### config.mk
export PLATFORM = sky130hd
export DESIGN_NAME = bidir_line_repeater
export DESIGN_NICKNAME = d
export VERILOG_FILES = /design/src/rtl/repeater_pkg.sv /design/src/rtl/line_sync.sv /design/src/rtl/chan_fsm.sv /design/src/rtl/bidir_line_repeater.sv
export SDC_FILE = /design/constraint.sdc
export NUM_CORES = 1
export LEC_CHECK = 0
export BUFFER_PORTS_ARGS = -buffer_cell sky130_fd_sc_hd__buf_2
export CAP_MARGIN = 20
export CORE_MARGIN = 2
export CORE_UTILIZATION = 47
export DETAILED_ROUTE_END_ITERATION = 8
export PLACE_DENSITY = 0.65
export RECOVER_POWER = 25
export SLEW_MARGIN = 20
export SYNTH_ARGS = -nofsm -noshare
export SYNTH_HDL_FRONTEND = slang
export SYNTH_SLANG_ARGS = --single-unit
### constraint.sdc
create_clock -name clk -period 2.3 [get_ports clk]
set_clock_uncertainty 0.15 [all_clocks]
set_input_delay 0.115 -clock clk [delete_from_list [all_inputs] [get_ports clk]]
set_output_delay 0.115 -clock clk [all_outputs]
set_load 0.005 [all_outputs]
### src/rtl/repeater_pkg.sv
package repeater_pkg;
    typedef enum logic [2:0] {
        ST_OFF,
        ST_IDLE,
        ST_HOST_MST,
        ST_CARD_MST,
        ST_PU_CARD,
        ST_PU_HOST,
        ST_GUARD
    } rep_state_e;
endpackage

### src/rtl/line_sync.sv
module line_sync #(
    parameter int WIDTH  = 6,
    parameter int STAGES = 2
) (
    input  logic             clk,
    input  logic             rst_n,
    input  logic [WIDTH-1:0] d,
    output logic [WIDTH-1:0] q
);
    logic [WIDTH-1:0] stg [STAGES];

    // Lines idle high, so the chain resets to 1.
    always_ff @(posedge clk or negedge rst_n) begin
        if (!rst_n) begin
            for (int i = 0; i < STAGES; i++) stg[i] <= '1;
        end else begin
            stg[0] <= d;
            for (int i = 1; i < STAGES; i++) stg[i] <= stg[i-1];
        end
    end

    assign q = stg[STAGES-1];
endmodule

### src/rtl/chan_fsm.sv
module chan_fsm
    import repeater_pkg::*;
#(
    parameter int PULSE_CYC = 12,
    parameter int GUARD_CYC = 4
) (
    input  logic clk,
    input  logic rst_n,
    input  logic card_en,
    input  logic h_sense,
    input  logic c_sense,
    output logic h_drv_lo,
    output logic h_pu,
    output logic c_drv_lo,
    output logic c_pu
);
    localparam int MAXC = (PULSE_CYC > GUARD_CYC) ? PULSE_CYC : GUARD_CYC;
    localparam int CW   = $clog2(MAXC + 1);

    rep_state_e    state, nxt;
    logic [CW-1:0] cnt, cnt_nxt;

    always_comb begin
        nxt     = state;
        cnt_nxt = cnt;
        if (!card_en) begin
            nxt = ST_OFF;
        end else begin
            unique case (state)
                ST_OFF: begin
                    nxt     = ST_GUARD;
                    cnt_nxt = CW'(GUARD_CYC - 1);
                end
                ST_IDLE: begin
                    if (!h_sense)      nxt = ST_HOST_MST;
                    else if (!c_sense) nxt = ST_CARD_MST;
                end
                ST_HOST_MST: if (h_sense) begin
                    nxt     = ST_PU_CARD;
                    cnt_nxt = CW'(PULSE_CYC - 1);
                end
                ST_CARD_MST: if (c_sense) begin
                    nxt     = ST_PU_HOST;
                    cnt_nxt = CW'(PULSE_CYC - 1);
                end
                ST_PU_CARD, ST_PU_HOST: begin
                    if (cnt == '0) begin
                        nxt     = ST_GUARD;
                        cnt_nxt = CW'(GUARD_CYC - 1);
                    end else begin
                        cnt_nxt = cnt - 1'b1;
                    end
                end
                ST_GUARD: begin
                    if (cnt == '0) nxt = ST_IDLE;
                    else           cnt_nxt = cnt - 1'b1;
                end
                default: nxt = ST_OFF;
            endcase
        end
    end

    always_ff @(posedge clk or negedge rst_n) begin
        if (!rst_n) begin
            state <= ST_OFF;
            cnt   <= '0;
        end else begin
            state <= nxt;
            cnt   <= cnt_nxt;
        end
    end

    always_comb begin
        h_drv_lo = 1'b0;
        h_pu     = 1'b0;
        c_drv_lo = 1'b0;
        c_pu     = 1'b0;
        unique case (state)
            ST_OFF:      c_drv_lo = 1'b1;
            ST_HOST_MST: c_drv_lo = 1'b1;
            ST_CARD_MST: h_drv_lo = 1'b1;
            ST_PU_CARD:  c_pu     = 1'b1;
            ST_PU_HOST:  h_pu     = 1'b1;
            default: ;
        endcase
    end

    // Length of the current run of pull-up cycles, for the pulse check.
    logic [CW:0] pu_run;
    always_ff @(posedge clk or negedge rst_n) begin
        if (!rst_n)             pu_run <= '0;
        else if (h_pu || c_pu)  pu_run <= pu_run + 1'b1;
        else                    pu_run <= '0;
    end

    assert_no_both_low_R5: assert property (@(posedge clk) disable iff (!rst_n)
        !(h_drv_lo && c_drv_lo));
    assert_off_hold_R8: assert property (@(posedge clk) disable iff (!rst_n)
        !card_en |=> (c_drv_lo && !h_drv_lo && !h_pu && !c_pu));
    assert_host_fwd_R2: assert property (@(posedge clk) disable iff (!rst_n)
        (state == ST_IDLE && !h_sense) |=> c_drv_lo);
    assert_card_fwd_R3: assert property (@(posedge clk) disable iff (!rst_n)
        (state == ST_IDLE && h_sense && !c_sense && card_en) |=> h_drv_lo);
    assert_pulse_start_R4: assert property (@(posedge clk) disable iff (!rst_n)
        (state == ST_HOST_MST && h_sense && card_en) |=> (c_pu && !h_pu && !c_drv_lo));
    assert_pulse_len_R4: assert property (@(posedge clk) disable iff (!rst_n)
        pu_run <= (CW+1)'(PULSE_CYC));
    assert_lock_R5: assert property (@(posedge clk) disable iff (!rst_n)
        (state == ST_HOST_MST && !h_sense && card_en) |=> !h_drv_lo);
    assert_guard_R9: assert property (@(posedge clk) disable iff (!rst_n)
        (state == ST_OFF && card_en) |=> (!h_drv_lo && !c_drv_lo));
endmodule

### src/rtl/bidir_line_repeater.sv
module bidir_line_repeater #(
    parameter int NUM_CH      = 3,
    parameter int SYNC_STAGES = 2,
    parameter int PULSE_CYC   = 12,
    parameter int GUARD_CYC   = 4
) (
    input  logic              clk,
    input  logic              rst_n,
    input  logic              card_en,
    input  logic [NUM_CH-1:0] host_in,
    output logic [NUM_CH-1:0] host_drv_lo,
    output logic [NUM_CH-1:0] host_pu,
    input  logic [NUM_CH-1:0] card_in,
    output logic [NUM_CH-1:0] card_drv_lo,
    output logic [NUM_CH-1:0] card_pu
);
    localparam int SW = 2 * NUM_CH;

    logic [SW-1:0] sensed;

    line_sync #(.WIDTH(SW), .STAGES(SYNC_STAGES)) u_sync (
        .clk  (clk),
        .rst_n(rst_n),
        .d    ({card_in, host_in}),
        .q    (sensed)
    );

    for (genvar g = 0; g < NUM_CH; g++) begin : g_ch
        chan_fsm #(.PULSE_CYC(PULSE_CYC), .GUARD_CYC(GUARD_CYC)) u_ch (
            .clk     (clk),
            .rst_n   (rst_n),
            .card_en (card_en),
            .h_sense (sensed[g]),
            .c_sense (sensed[NUM_CH+g]),
            .h_drv_lo(host_drv_lo[g]),
            .h_pu    (host_pu[g]),
            .c_drv_lo(card_drv_lo[g]),
            .c_pu    (card_pu[g])
        );
    end

    // one channel's traffic never drives another channel's lines.
    assert_ch_indep_R10: assert property (@(posedge clk) disable iff (!rst_n)
        (card_en && $stable(card_en) && (host_in == '1) && (card_in == '1) && $past(host_in == '1) && $past(card_in == '1)
         && $past(host_drv_lo == '0) && $past(card_drv_lo == '0))
        |=> ($countones(host_drv_lo) == 0 || $past(host_in != '1) || $past(card_in != '1)));
endmodule

## Word level (Yosys, flattened, before mapping)

Index checks and enable logic that the tools add are counted.

| operators by class | value |
|---|---|
| eq/ne operators | 42 |
| reduce and logical (&&, ||, !) cells | 21 |
| add/subtract/negate cells | 3 |
| mux-type cells | 51 |

Operator list:

| cell | number |
|---|---|
| $mux W3 | 21 |
| $pmux W4 S5 | 3 |
| $pmux W3 S6 | 3 |
| $mux W4 | 12 |
| $reduce_and A5 Y1 | 6 |
| $eq A3 B3 Y1 const B | 9 |
| $eq A3 B2 Y1 const B | 6 |
| $ne A2 B2 Y1 const B | 9 |
| $ne A3 B2 Y1 const B | 6 |
| $ne A3 B3 Y1 const B | 6 |
| $reduce_bool A5 Y1 | 3 |
| $logic_not A4 Y1 | 3 |
| $mux W1 | 12 |
| $ne A4 B4 Y1 const B | 3 |
| $reduce_or A2 Y1 | 6 |
| $sub A4 B1 Y4 const B | 3 |
| $eq A3 B1 Y1 const B | 3 |
| $logic_not A3 Y1 | 3 |

| storage, ports and cells | value |
|---|---|
| output and inout port bits | 12 |
| flip-flop bits (word level) | 33 |
| logic and storage cells | 125 |

## Longest topological paths before layout

| logic depth | value |
|---|---|
| depth in word-level cells | 4 |
| mapped depth | 7 |
| mapped depth without buffers | 7 |

## Modules after synthesis

From an unflattened synthesis, not the netlist that was laid out.

| unflattened totals | value |
|---|---|
| cells, all modules | 186 |
| area, all modules | 1949.4 µm² |

Modules (own cells, without submodules):

| module | times used | cells an instance | seq. area each (µm²) | area an instance (µm²) |
|---|---|---|---|---|
| chan_fsm (g_ch[0].u_ch ...) | 2 | 53 | 175.2 | 500.5 |
| chan_fsm (g_ch[2].u_ch) | 1 | 62 | 175.2 | 588.1 |
| line_sync | 1 | 18 | 315.3 | 360.3 |

## Worst setup path after synthesis

No wires, ideal clock.

| timing | value |
|---|---|
| path kind | register to register |
| from | register g_ch[2].u_ch.cnt[0] |
| to | register g_ch[2].u_ch.cnt[2] |
| data arrival time | 1.419 ns |
| data required time | 2.032 ns |
| setup time | 0.118 ns |
| path slack | 0.613 ns |
| stages on the path, launching flop included | 7 |
| cell sequence | dfrtp_1 > inv_1 > ha_1 > or3b_1 > nand4_2 > o2111ai_1 > a21o_1 |

| between the ends | value |
|---|---|
| cells in the longest elaborated chain, start to end | 3 |
| elaborated cells on any way between the ends | 7 |

RTL lines:

| what | line | source |
|---|---|---|
| start, declared | chan_fsm.sv:21 | `logic [CW-1:0] cnt, cnt_nxt;` |
| start signal, assigned | chan_fsm.sv:69 | `cnt <= cnt_nxt;` |
| $sub A4 B1 Y4 / $logic_not A4 Y1 (equally long branches) | - |  |
| $mux W4, or another cell as far along | chan_fsm.sv:55 | `if (cnt == '0) nxt = ST_IDLE;` |
| $pmux W4 S5 / $reduce_and A5 Y1 (equally long branches) | - |  |

Parallel ways exist; a longest one is shown, timed or not. The select of a mux whose other input is x is not followed.
A chain may end at the register's enable or synchronous reset.

## Worst setup path in the final report

| timing | value |
|---|---|
| from | register g_ch[0].u_ch.cnt[0] |
| to | register g_ch[0].u_ch.state[1] |

| between the ends | value |
|---|---|
| cells in the longest elaborated chain, start to end | 3 |
| elaborated cells on any way between the ends | 4 |

RTL lines:

| what | line | source |
|---|---|---|
| start, declared | chan_fsm.sv:21 |  |
| start signal, assigned | chan_fsm.sv:69 |  |
| $logic_not A4 Y1 (*) | chan_fsm.sv:47, chan_fsm.sv:55 |  |
| $ne A3 B2 Y1 (no source line) | - |  |
| $reduce_and A5 Y1 (no source line) (*) | - |  |
| end signal, assigned | chan_fsm.sv:68 | `state <= nxt;` |
| end, declared | chan_fsm.sv:20 | `rep_state_e state, nxt;` |

Every way passes the cells marked *; elsewhere a longest branch is shown, timed or not.

==> impl_metrics.json <==
{
  "rows": 23,
  "fin_util_pct": 52.3,
  "ctsResizeCount": 0,
  "cts_setup_buffers": 0,
  "htree_levels": 2,
  "dr.pass1.iters": 4,
  "vias_per_cell": 5.40,
  "grt_overflow_total": 0,
  "post-dp-hpwl_mm": 2.32,
  "start_kind": "register",
  "clk_path_buf_depth": 2,
  "async_flop_share_pct": 100,
  "post-route-cell-area_um2": 2060,
  "final_common_cell": "dfrtp_1",
  "core_um2": 3940,
  "syn_inst": 188,
  "synthTopCellsByArea": "dfrtp_1 28%, dfstp_2 17%, buf_4 5.5%, ha_1 3.3%, inv_1 3.2%",
  "mostFrequentLayoutCells": "21 x dfrtp_1, 19 x buf_2, 16 x inv_1",
  "grt_usage_pct": 17.0,
  "fin_setup_tns_ns": 0,
  "rsz0062_at_grt": "no",
  "setup_violations": 0,
  "worst_slew_pin_slew_ns": 0.787,
  "routed_wl_mm": 3.21,
  "start_util_pct": 48.1,
  "cts_tree": "done",
  "ys_ff_latch": 33,
  "total_power_mw": 1.61,
  "vdd_drop_max_mv": 0.476,
  "p_leak_nw": 0.936,
  "synth_top_cell_area_share_pct": 27.7,
  "synth_ff_type": "dfrtp_1",
  "clock_latency_ns": 0.27,
  "cts-root-buf": "clkbuf_8",
  "grt_pass1_vias": 1351,
  "status": "completed",
  "fillers": 368,
  "placed_area_um2": 1910,
  "synth.net_count": 202,
  "finalMaxSlewViolations": 0,
  "fmax_mhz": 538,
  "grt_max_degree": 34,
  "cp-end-kind": "register",
  "synth-edff-count": 0,
  "die_area_um2": 4560,
  "nNetsFinal": 214,
  "portBuffers": 20,
  "cp_max_fo": 5,
  "vias": 1349,
  "slew_headroom_pct": 47.6,
  "worst_slack_ns": 0.442,
  "ys_types": 57,
  "max-cap-violations": 0,
  "ios": 21,
  "yosys_warnings": 0,
  "period_minus_slack_ns": 1.86,
  "period_share_pct": 80.8,
  "clock_sinks": 33,
  "antenna_left": 0,
  "power_density_nw_per_um2": 781,
  "cp.required_ns": 2.31,
  "regToRegSetupSlack_ns": 0.44,
  "yosysTopAreaCell": "dfrtp_1",
  "synth_seq_area_share_pct": 44.4,
  "drive_gt1_share_pct": 27.0,
  "die_w_um": 67.5,
  "drt_iter0_markers": 61,
  "wl_per_cell_um": 12.8,
  "path_clk_slew_ns": 0.06,
  "syn_area_um2": 1900,
  "dpl_worst_slack_ns": 0.441,
  "grt_first_pass_wirelength_mm": 5.76,
  "syn2layout_area_growth_pct": 8.84,
  "critPathKind": "register to register",
  "antenna_found_initial": 0,
  "hold_path_class": "primary input to register",
  "place_congestion": 0.822,
  "dieHeight_um": 67.5,
  "hold_violations": 0,
  "cts_buffers": 5,
  "num_antenna_cells": 0,
  "avgSynthCellArea_um2": 10.1,
  "worstPathArrival_ns": 1.87,
  "route.detailed.drc": 0
}
## per-stage QoR
step | hold WS, ns | std cells
after detailed placement | 0.0641 | 236
after floorplan | -0.331 | 188
after CTS | 0.0835 | 250
final | 0.0977 | 250
after global placement | 0.0557 | 236
after global routing | 0.0960 | 250
## layer usage
layer | global-route usage, % | vias to the layer above | part of all wire, %
met3 | 4.00 | 8 | 3.0
met1 | 19.1 | 650 | 43
met2 | 29.9 | 19 | 51
li1 | - | 672 | -
met4 | 8.67 | 0 | 2.0
met5 | 0 | - | 0
## state kept, by name, summed over array words and instances, names as in the netlist
signal,cells
u_sync.q,6
u_sync.stg,6
g_ch.u_ch.state,9
g_ch.u_ch.cnt,12
## worst paths after layout
kind                                     startpoint                     to  cells past startpoint
worst max-delay path            g_ch[0].u_ch.cnt[0]  g_ch[0].u_ch.state[1]                      6
worst min-delay path                        card_en  g_ch[2].u_ch.state[1]                      2
worst max register to register  g_ch[0].u_ch.cnt[0]  g_ch[0].u_ch.state[1]                      6
worst min register to register        u_sync.stg[7]            u_sync.q[1]                      0
max in group asynchronous                     rst_n    g_ch[0].u_ch.cnt[0]                      2
min in group asynchronous                     rst_n    g_ch[2].u_ch.cnt[1]                      2
## cells in the mapped netlist, types with 3 or more instances
master    number
a21oi_1        6
nand2_1        8
buf_4         14
nor2b_1        5
nor2_1        12
o22ai_1        3
o211ai_1       3
dfrtp_1       21
a31oi_1        3
inv_1         16
buf_2          7
nor3b_1        7
o21ai_0        7
o21ai_1        4
o21a_1         3
dfstp_2       12
nor3_1         3
nand2b_1       4
ha_1           5
## report_power, final
part | switching [mW] | leakage, nW | total [mW] | internal [mW]
clock network | 0.179 | 0.0443 | 0.416 | 0.237
logic | 0.189 | 0.511 | 0.388 | 0.198
registers | 0.124 | 0.380 | 0.808 | 0.684
total | 0.492 | 0.936 | 1.61 | 1.12
## cell type report
type / instances / area, um^2 / share of cell area, %
well taps: 50 / 62.6 / 3.03
repair buffers: 27 / 170 / 8.25
flip-flops and latches: 33 / 841 / 40.8
inverters: 17 / 63.8 / 3.09
clock buffers: 7 / 86.3 / 4.18
multi-input cells: 116 / 840 / 40.7
## logic make-up after synthesis
family | Yosys count | share of synthesized area (%)
AND/OR/NAND/NOR | 57 | 19.2
flip-flops | 33 | 44.4
XOR/XNOR | 2 | 0.924
multiplexers | 3 | 1.65
adder cells (fa/ha/maj) | 5 | 3.30
AO/OA/AOI/OAI | 49 | 19.2
buffers and inverters | 39 | 11.4
## critical path, cell delays in order (launching register included)
cell and delay [ns]:
dfrtp_1 0.38, inv_1 0.11, ha_1 0.17, nor3b_2 0.32
mux2_2 0.38, o21ai_0 0.17, a21oi_1 0.06
## what timing repair did
item / 4_1_cts / 5_1_grt
setup endpoints to repair: 0 / 0
hold endpoints to repair: 27 / 0
hold buffers: 7 / 0
(Power assumes the default switching activity.)
